<file path="src/rtl/crs_pkg.sv">
package crs_pkg;
  // Phase of a processor cycle inside one click; order is behaviour.
  typedef enum logic [1:0] {
    PH_C1 = 2'd0,
    PH_C2 = 2'd1,
    PH_C3 = 2'd2
  } phase_e;
endpackage

</file>
<file path="src/rtl/crs_phase_ctr.sv">
module crs_phase_ctr #(
  parameter int NSLOT = 5,
  localparam int CLK_W = (NSLOT > 1) ? $clog2(NSLOT) : 1
) (
  input  logic                 clk,
  input  logic                 rst_n,
  output crs_pkg::phase_e      phase_o,
  output logic [CLK_W-1:0]     click_o,
  output logic [CLK_W-1:0]     click_nxt_o,
  output logic                 last_o
);
  import crs_pkg::*;

  localparam logic [CLK_W-1:0] LAST_CLICK = CLK_W'(NSLOT - 1);

  phase_e            phase_q, phase_d;
  logic [CLK_W-1:0]  click_q, click_inc;
  logic              click_en;

  always_comb begin
    click_en  = (phase_q == PH_C3);
    phase_d   = (phase_q == PH_C3) ? PH_C1 : phase_e'(phase_q + 2'd1);
    click_inc = (click_q == LAST_CLICK) ? '0 : click_q + 1'b1;
  end

  always_ff @(posedge clk or negedge rst_n) begin
    if (!rst_n) begin
      phase_q <= PH_C1;
      click_q <= '0;
    end else begin
      phase_q <= phase_d;
      if (click_en) click_q <= click_inc;
    end
  end

  assign phase_o     = phase_q;
  assign click_o     = click_q;
  assign click_nxt_o = click_inc;
  assign last_o      = click_en;

  // phase order c1 -> c2 -> c3 -> c1
  assert_phase_wrap_R2: assert property (@(posedge clk) disable iff (!rst_n)
    (phase_q == PH_C3) |=> (phase_q == PH_C1));
  assert_phase_step_R2: assert property (@(posedge clk) disable iff (!rst_n)
    (phase_q == PH_C1) |=> (phase_q == PH_C2));
  // click index frozen inside a click
  assert_click_hold_R3: assert property (@(posedge clk) disable iff (!rst_n)
    (phase_q != PH_C3) |=> $stable(click_q));
  // round wrap
  assert_click_wrap_R4: assert property (@(posedge clk) disable iff (!rst_n)
    (phase_q == PH_C3 && click_q == LAST_CLICK) |=> (click_q == '0));
endmodule

</file>
<file path="src/rtl/crs_slot_arb.sv">
module crs_slot_arb #(
  parameter int NREQ  = 4,
  parameter int NSLOT = 5,
  parameter logic [NSLOT*NREQ-1:0] SLOT_MASK = '0,
  localparam int CLK_W = (NSLOT > 1) ? $clog2(NSLOT) : 1,
  localparam int TID_W = $clog2(NREQ + 1)
) (
  input  logic [CLK_W-1:0] slot_i,
  input  logic [NREQ-1:0]  req_i,
  output logic [TID_W-1:0] tid_o,
  output logic             hit_o
);
  logic [NREQ-1:0] mask_tbl [NSLOT];
  logic [NREQ-1:0] mask_sel, masked, gnt;

  for (genvar s = 0; s < NSLOT; s++) begin : g_tbl
    assign mask_tbl[s] = SLOT_MASK[s*NREQ +: NREQ];
  end

  always_comb begin
    mask_sel = '0;
    for (int s = 0; s < NSLOT; s++) begin
      if (slot_i == CLK_W'(s)) mask_sel = mask_tbl[s];
    end
    masked = req_i & mask_sel;
    gnt    = masked & (~masked + 1'b1);
  end

  always_comb begin
    tid_o = '0;
    for (int k = 0; k < NREQ; k++) begin
      if (gnt[k]) tid_o = TID_W'(k + 1);
    end
  end

  assign hit_o = |masked;

  // at most one line granted, and only a requesting owner
  always_comb begin
    assert_one_grant_R8: assert ($onehot0(gnt));
    assert_grant_owned_R8: assert ((gnt & ~masked) == '0);
  end
endmodule

</file>
<file path="src/rtl/crs_task_reg.sv">
module crs_task_reg #(
  parameter int TID_W = 3
) (
  input  logic             clk,
  input  logic             rst_n,
  input  logic             load_i,
  input  logic [TID_W-1:0] tid_i,
  output logic [TID_W-1:0] tid_o
);
  logic [TID_W-1:0] tid_q, tid_d;

  always_comb begin
    tid_d = load_i ? tid_i : tid_q;
  end

  always_ff @(posedge clk or negedge rst_n) begin
    if (!rst_n) tid_q <= '0;
    else        tid_q <= tid_d;
  end

  assign tid_o = tid_q;

  // task only changes at a click boundary
  assert_task_hold_R5: assert property (@(posedge clk) disable iff (!rst_n)
    !load_i |=> $stable(tid_q));
endmodule

</file>
<file path="src/rtl/click_round_sched.sv">
module click_round_sched #(
  parameter int NREQ  = 4,
  parameter int NSLOT = 5,
  parameter logic [NSLOT*NREQ-1:0] SLOT_MASK =
    {4'b1000, 4'b0001, 4'b1100, 4'b0010, 4'b0001},
  localparam int CLK_W = (NSLOT > 1) ? $clog2(NSLOT) : 1,
  localparam int TID_W = $clog2(NREQ + 1)
) (
  input  logic             clk,
  input  logic             rst_n,
  input  logic [NREQ-1:0]  io_req,
  output logic [1:0]       cycle_no,
  output logic [CLK_W-1:0] click_idx,
  output logic [TID_W-1:0] task_id,
  output logic             click_start
);
  import crs_pkg::*;

  phase_e            phase;
  logic [CLK_W-1:0]  click, click_nxt;
  logic              last;
  logic [TID_W-1:0]  tid_pick, tid_cur;
  logic              hit;

  crs_phase_ctr #(.NSLOT(NSLOT)) u_ctr (
    .clk         (clk),
    .rst_n       (rst_n),
    .phase_o     (phase),
    .click_o     (click),
    .click_nxt_o (click_nxt),
    .last_o      (last)
  );

  crs_slot_arb #(.NREQ(NREQ), .NSLOT(NSLOT), .SLOT_MASK(SLOT_MASK)) u_arb (
    .slot_i (click_nxt),
    .req_i  (io_req),
    .tid_o  (tid_pick),
    .hit_o  (hit)
  );

  crs_task_reg #(.TID_W(TID_W)) u_task (
    .clk    (clk),
    .rst_n  (rst_n),
    .load_i (last),
    .tid_i  (tid_pick),
    .tid_o  (tid_cur)
  );

  assign cycle_no    = phase;
  assign click_idx   = click;
  assign task_id     = tid_cur;
  assign click_start = (phase == PH_C1);

  // no owner request in c3 -> emulator next click
  assert_idle_emu_R7: assert property (@(posedge clk) disable iff (!rst_n)
    (last && !hit) |=> (task_id == '0));
  // owner request in c3 -> an I/O task next click
  assert_owner_io_R6: assert property (@(posedge clk) disable iff (!rst_n)
    (last && hit) |=> (task_id != '0));
  // strobe follows the c3 boundary and lasts one cycle
  assert_strobe_rise_R9: assert property (@(posedge clk) disable iff (!rst_n)
    last |=> click_start);
  assert_strobe_pulse_R9: assert property (@(posedge clk) disable iff (!rst_n)
    click_start |=> !click_start);
endmodule

</file>
<file path="config.mk">
export PLATFORM = sky130hd
export DESIGN_NAME = click_round_sched
export DESIGN_NICKNAME = d
export VERILOG_FILES = /design/src/rtl/crs_pkg.sv /design/src/rtl/crs_phase_ctr.sv /design/src/rtl/crs_slot_arb.sv /design/src/rtl/crs_task_reg.sv /design/src/rtl/click_round_sched.sv
export SDC_FILE = /design/constraint.sdc
export NUM_CORES = 1
export LEC_CHECK = 0
export CORE_AREA = 5 5 42 44
export CTS_BUF_LIST = sky130_fd_sc_hd__clkbuf_8
export CTS_CLUSTER_SIZE = 24
export DETAILED_ROUTE_END_ITERATION = 6
export DIE_AREA = 0 0 47 49
export SYNTH_ARGS = -nofsm -noshare
export SYNTH_HDL_FRONTEND = slang
export SYNTH_SLANG_ARGS = --single-unit
</file>
<file path="constraint.sdc">
create_clock -name clk -period 1.9 [get_ports clk]
set_clock_uncertainty 0.15 [all_clocks]
set_input_delay 0.475 -clock clk [delete_from_list [all_inputs] [get_ports clk]]
set_output_delay 0.475 -clock clk [all_outputs]
set_load 0.05 [all_outputs]
</file>
==> results_dict.tcl <==
set metrics [dict create \
    run_status "complete, no violations" \
    cp-end-kind "flip-flop" \
    drtAntennaViolNets 0 \
    multi_input_comb_area_um2 241.5 \
    tritoncts_clock_tree "built" \
    coreArea_um2 1401 \
    fin_worst_hold_slack_ps 352.2 \
    postSynth.asyncResetShare_pct 100.0 \
    width_of_the_die_um 47 \
    yosysWarnings 0 \
    routedWlPerCell_um 11.68 \
    hold_viol 0 \
    layout_commonest_cell "sky130_fd_sc_hd__dfrtp_1" \
    critical-path-top-delay-family "flip-flops" \
    final_critical_path_setup_slack_ps 202.7 \
    die_h_um 49 \
    clock_insertion_delay_worst_skew_ps 230 \
    period_needed_ps 1697 \
    seq_area_frac_synth_pct 43.72 \
    final-seq-area_um2 201.4 \
    groute.usage.overall_pct 9.317 \
    min-delay-start "u_task.tid_o[0]" \
    maximum_fanout_along_the_worst_path 7 \
    antenna_diode_count 0 \
    worst_pin_slew_ps 343.6 \
    critPathRequiredTime_ps 1860 \
    grt_start_max_net_pins 9 \
    layout.nets 75 \
    drive_gt1_share_pct 25.00 \
    synth_enable_flop_cells 0 \
    cts-root-buf "sky130_fd_sc_hd__clkbuf_8" \
    postSynthNetCount 56 \
    synth.largest_area_cell "sky130_fd_sc_hd__dfrtp_1" \
    floorplan.die_area_um2 2303 \
    drc 0 \
    hold_path_class "flip-flop to flip-flop" \
    num_vias 382 \
    first_pass_iters 4 \
    globalRoute.totalOverflow 0 \
    vdd_ir_drop_max_mv 0.3373 \
    slowest_delay_ps 440 \
    leakagePower_nw 0.3286 \
    setup.reg_to_reg.worst_slack_ps 200 \
    mappedNetlistArea_um2 457.9 \
    setup_viol 0 \
    timing.critical_path.from_type "flip-flop" \
    timing.hold.worst_endpoint "u_task.tid_o[0]" \
    ios 15 \
    maxSlewHeadroom_pct 77.02 \
    maxSlewViolCount 0 \
    detailed_place_hpwl_um 775.3 \
    final.period_utilization_pct 89.33 \
    cts.sinks 8 \
    worstSetupPathType "flip-flop to flip-flop" \
    p_per_area_nw_per_um2 559.4 \
    rr_endpoint "u_task.tid_o[0]" \
    first_global_vias 390 \
    placement_rows 14 \
    timing.critical_path.slowest_stage_cell "sky130_fd_sc_hd__dfrtp_2" \
    synth.area.top_cells "sky130_fd_sc_hd__dfrtp_1, sky130_fd_sc_hd__ha_1, sky130_fd_sc_hd__mux2i_1, sky130_fd_sc_hd__nand3_1, sky130_fd_sc_hd__nor2_1" \
    cap_viol_max_count 0 \
    postSynthAreaPerCell_um2 9.955 \
    number_of_buffers_created_by_cts 3 \
    clk_transition_reported_paths_ps 40 \
    buf_inv_stages_crit_path 1 \
    grt_antenna_before_repair 0 \
    timing.fmax_mhz 589.2 \
    synth-main-ff-cell "sky130_fd_sc_hd__dfrtp_1" \
    place.gp.congestion 0.7728 \
    pre_cts_ws_ps 227.1 \
    cts-root-to-sink-buffers 2 \
    cts_hold_buf 0 \
    drtIter0Drc 6 \
    avgViaCountPerCell 4.775 \
    post_cts_resize_count 0 \
    unrepaired_setup_endpoints_after_global_routing "no" \
    setup_total_negative_slack_ps 0 \
    numPortBuffers 14 \
    yosys_register_bits 8 \
    syn_to_final_growth_pct 56.28 \
    post_synth_inst_count 46 \
    cts_setup_buffers 0 \
    fill_cells 132 \
    min_path_cells 1 \
    postRouteWirelength_um 934 \
    cts.htree.levels 1 \
    worstRegToRegCells 6 \
    grt_first_pass_wirelength_um 1531 \
    ys_types 22 \
    floorplan.initialDensity_pct 32.68 \
    crit_path_cell_trace "inv_1, ha_1, nand2b_1, mux2i_1, nor2_1, a22o_1" \
    synth_top_area_share_pct 43.72 \
    critical_path.reg2reg.startpoint "u_ctr.click_o[0]" \
    critPathArrivalTime_ps 1650 \
    top_library_cells_by_usage_in_the_layout_fill_and_taps_aside "sky130_fd_sc_hd__dfrtp_1, sky130_fd_sc_hd__buf_12, sky130_fd_sc_hd__clkdlybuf4s50_1" \
]
## per-layer routing
metal / vias to the layer above / GRT usage, % / part of all wire [%]
met4: 0 / 5.530 / 0.43
met1: 170 / 11.11 / 45
met5: - / 0 / 0
met2: 15 / 13.12 / 46
li1: 195 / - / -
met3: 2 / 4.428 / 8.5
## flip-flops by register name, indices dropped and copies added, names as in the netlist
| name | count |
|---|---|
| u_task.tid_o | 3 |
| u_ctr.phase_o | 2 |
| u_ctr.click_o | 3 |
## synthesized netlist by cell type (all sizes together), types with 2 or more instances
cell    count
dfrtp       8
nor2        5
ha          4
nand2       4
nand3       4
o21ai       3
inv         2
mux2i       2
nand2b      2
nor3b       2
## report_power, final
group	switching, mW	leakage, nW	internal (mW)	total (mW)
logic	0.0113	0.202	0.0123	0.0236
registers	0.000571	0.0999	0.172	0.173
clock network	0.0643	0.0269	0.140	0.204
## worst max-delay path by stage
stage	from	end	slack, ps	depth (start not counted)
3_3_place_gp	io_req[2]	u_task.tid_o[1]	230	4
4_1_cts	u_ctr.click_o[0]	u_task.tid_o[0]	200	6
2_1_floorplan	u_ctr.click_o[1]	u_task.tid_o[0]	30	6
3_5_place_dp	u_ctr.click_o[0]	u_task.tid_o[0]	230	6
6_report	u_ctr.click_o[0]	u_task.tid_o[0]	200	6
5_1_grt	u_ctr.click_o[0]	u_task.tid_o[0]	120	6
## stage by stage
stage | std cells | total power [mW] | utilization, % | instance area [um2]
finish | 80 | 0.4003 | 51.07 | 715.7
floorplan | 46 | 0.1821 | - | 461.7
global placement | 76 | 0.1987 | 47.86 | 670.6
global route | 80 | 0.4175 | 51.07 | 715.7
detailed placement | 76 | 0.1992 | 47.86 | 670.6
CTS | 80 | 0.4072 | 51.07 | 715.7
## cell type report
cell class | instances | area share (%)
Multi-Input combinational cell | 35 | 33.74
Sequential cell | 8 | 28.15
Timing Repair Buffer | 15 | 27.97
Clock buffer | 3 | 5.769
Tap cell | 16 | 2.797
Inverter | 2 | 1.049
Clock inverter | 1 | 0.5245
## cells by family (layout without fill, tap and decap cells)
logic type	count (synthesis)	count (layout)	share of synthesized area (%)
AND/OR/NAND/NOR	23	23	28.15
AO/OA/AOI/OAI	6	6	8.744
multiplexers	2	2	4.372
adder cells (fa/ha/maj)	4	4	10.93
buffers and inverters	3	21	4.099
flip-flops	8	8	43.72
No activity file was read; power rests on OpenSTA's default activity.
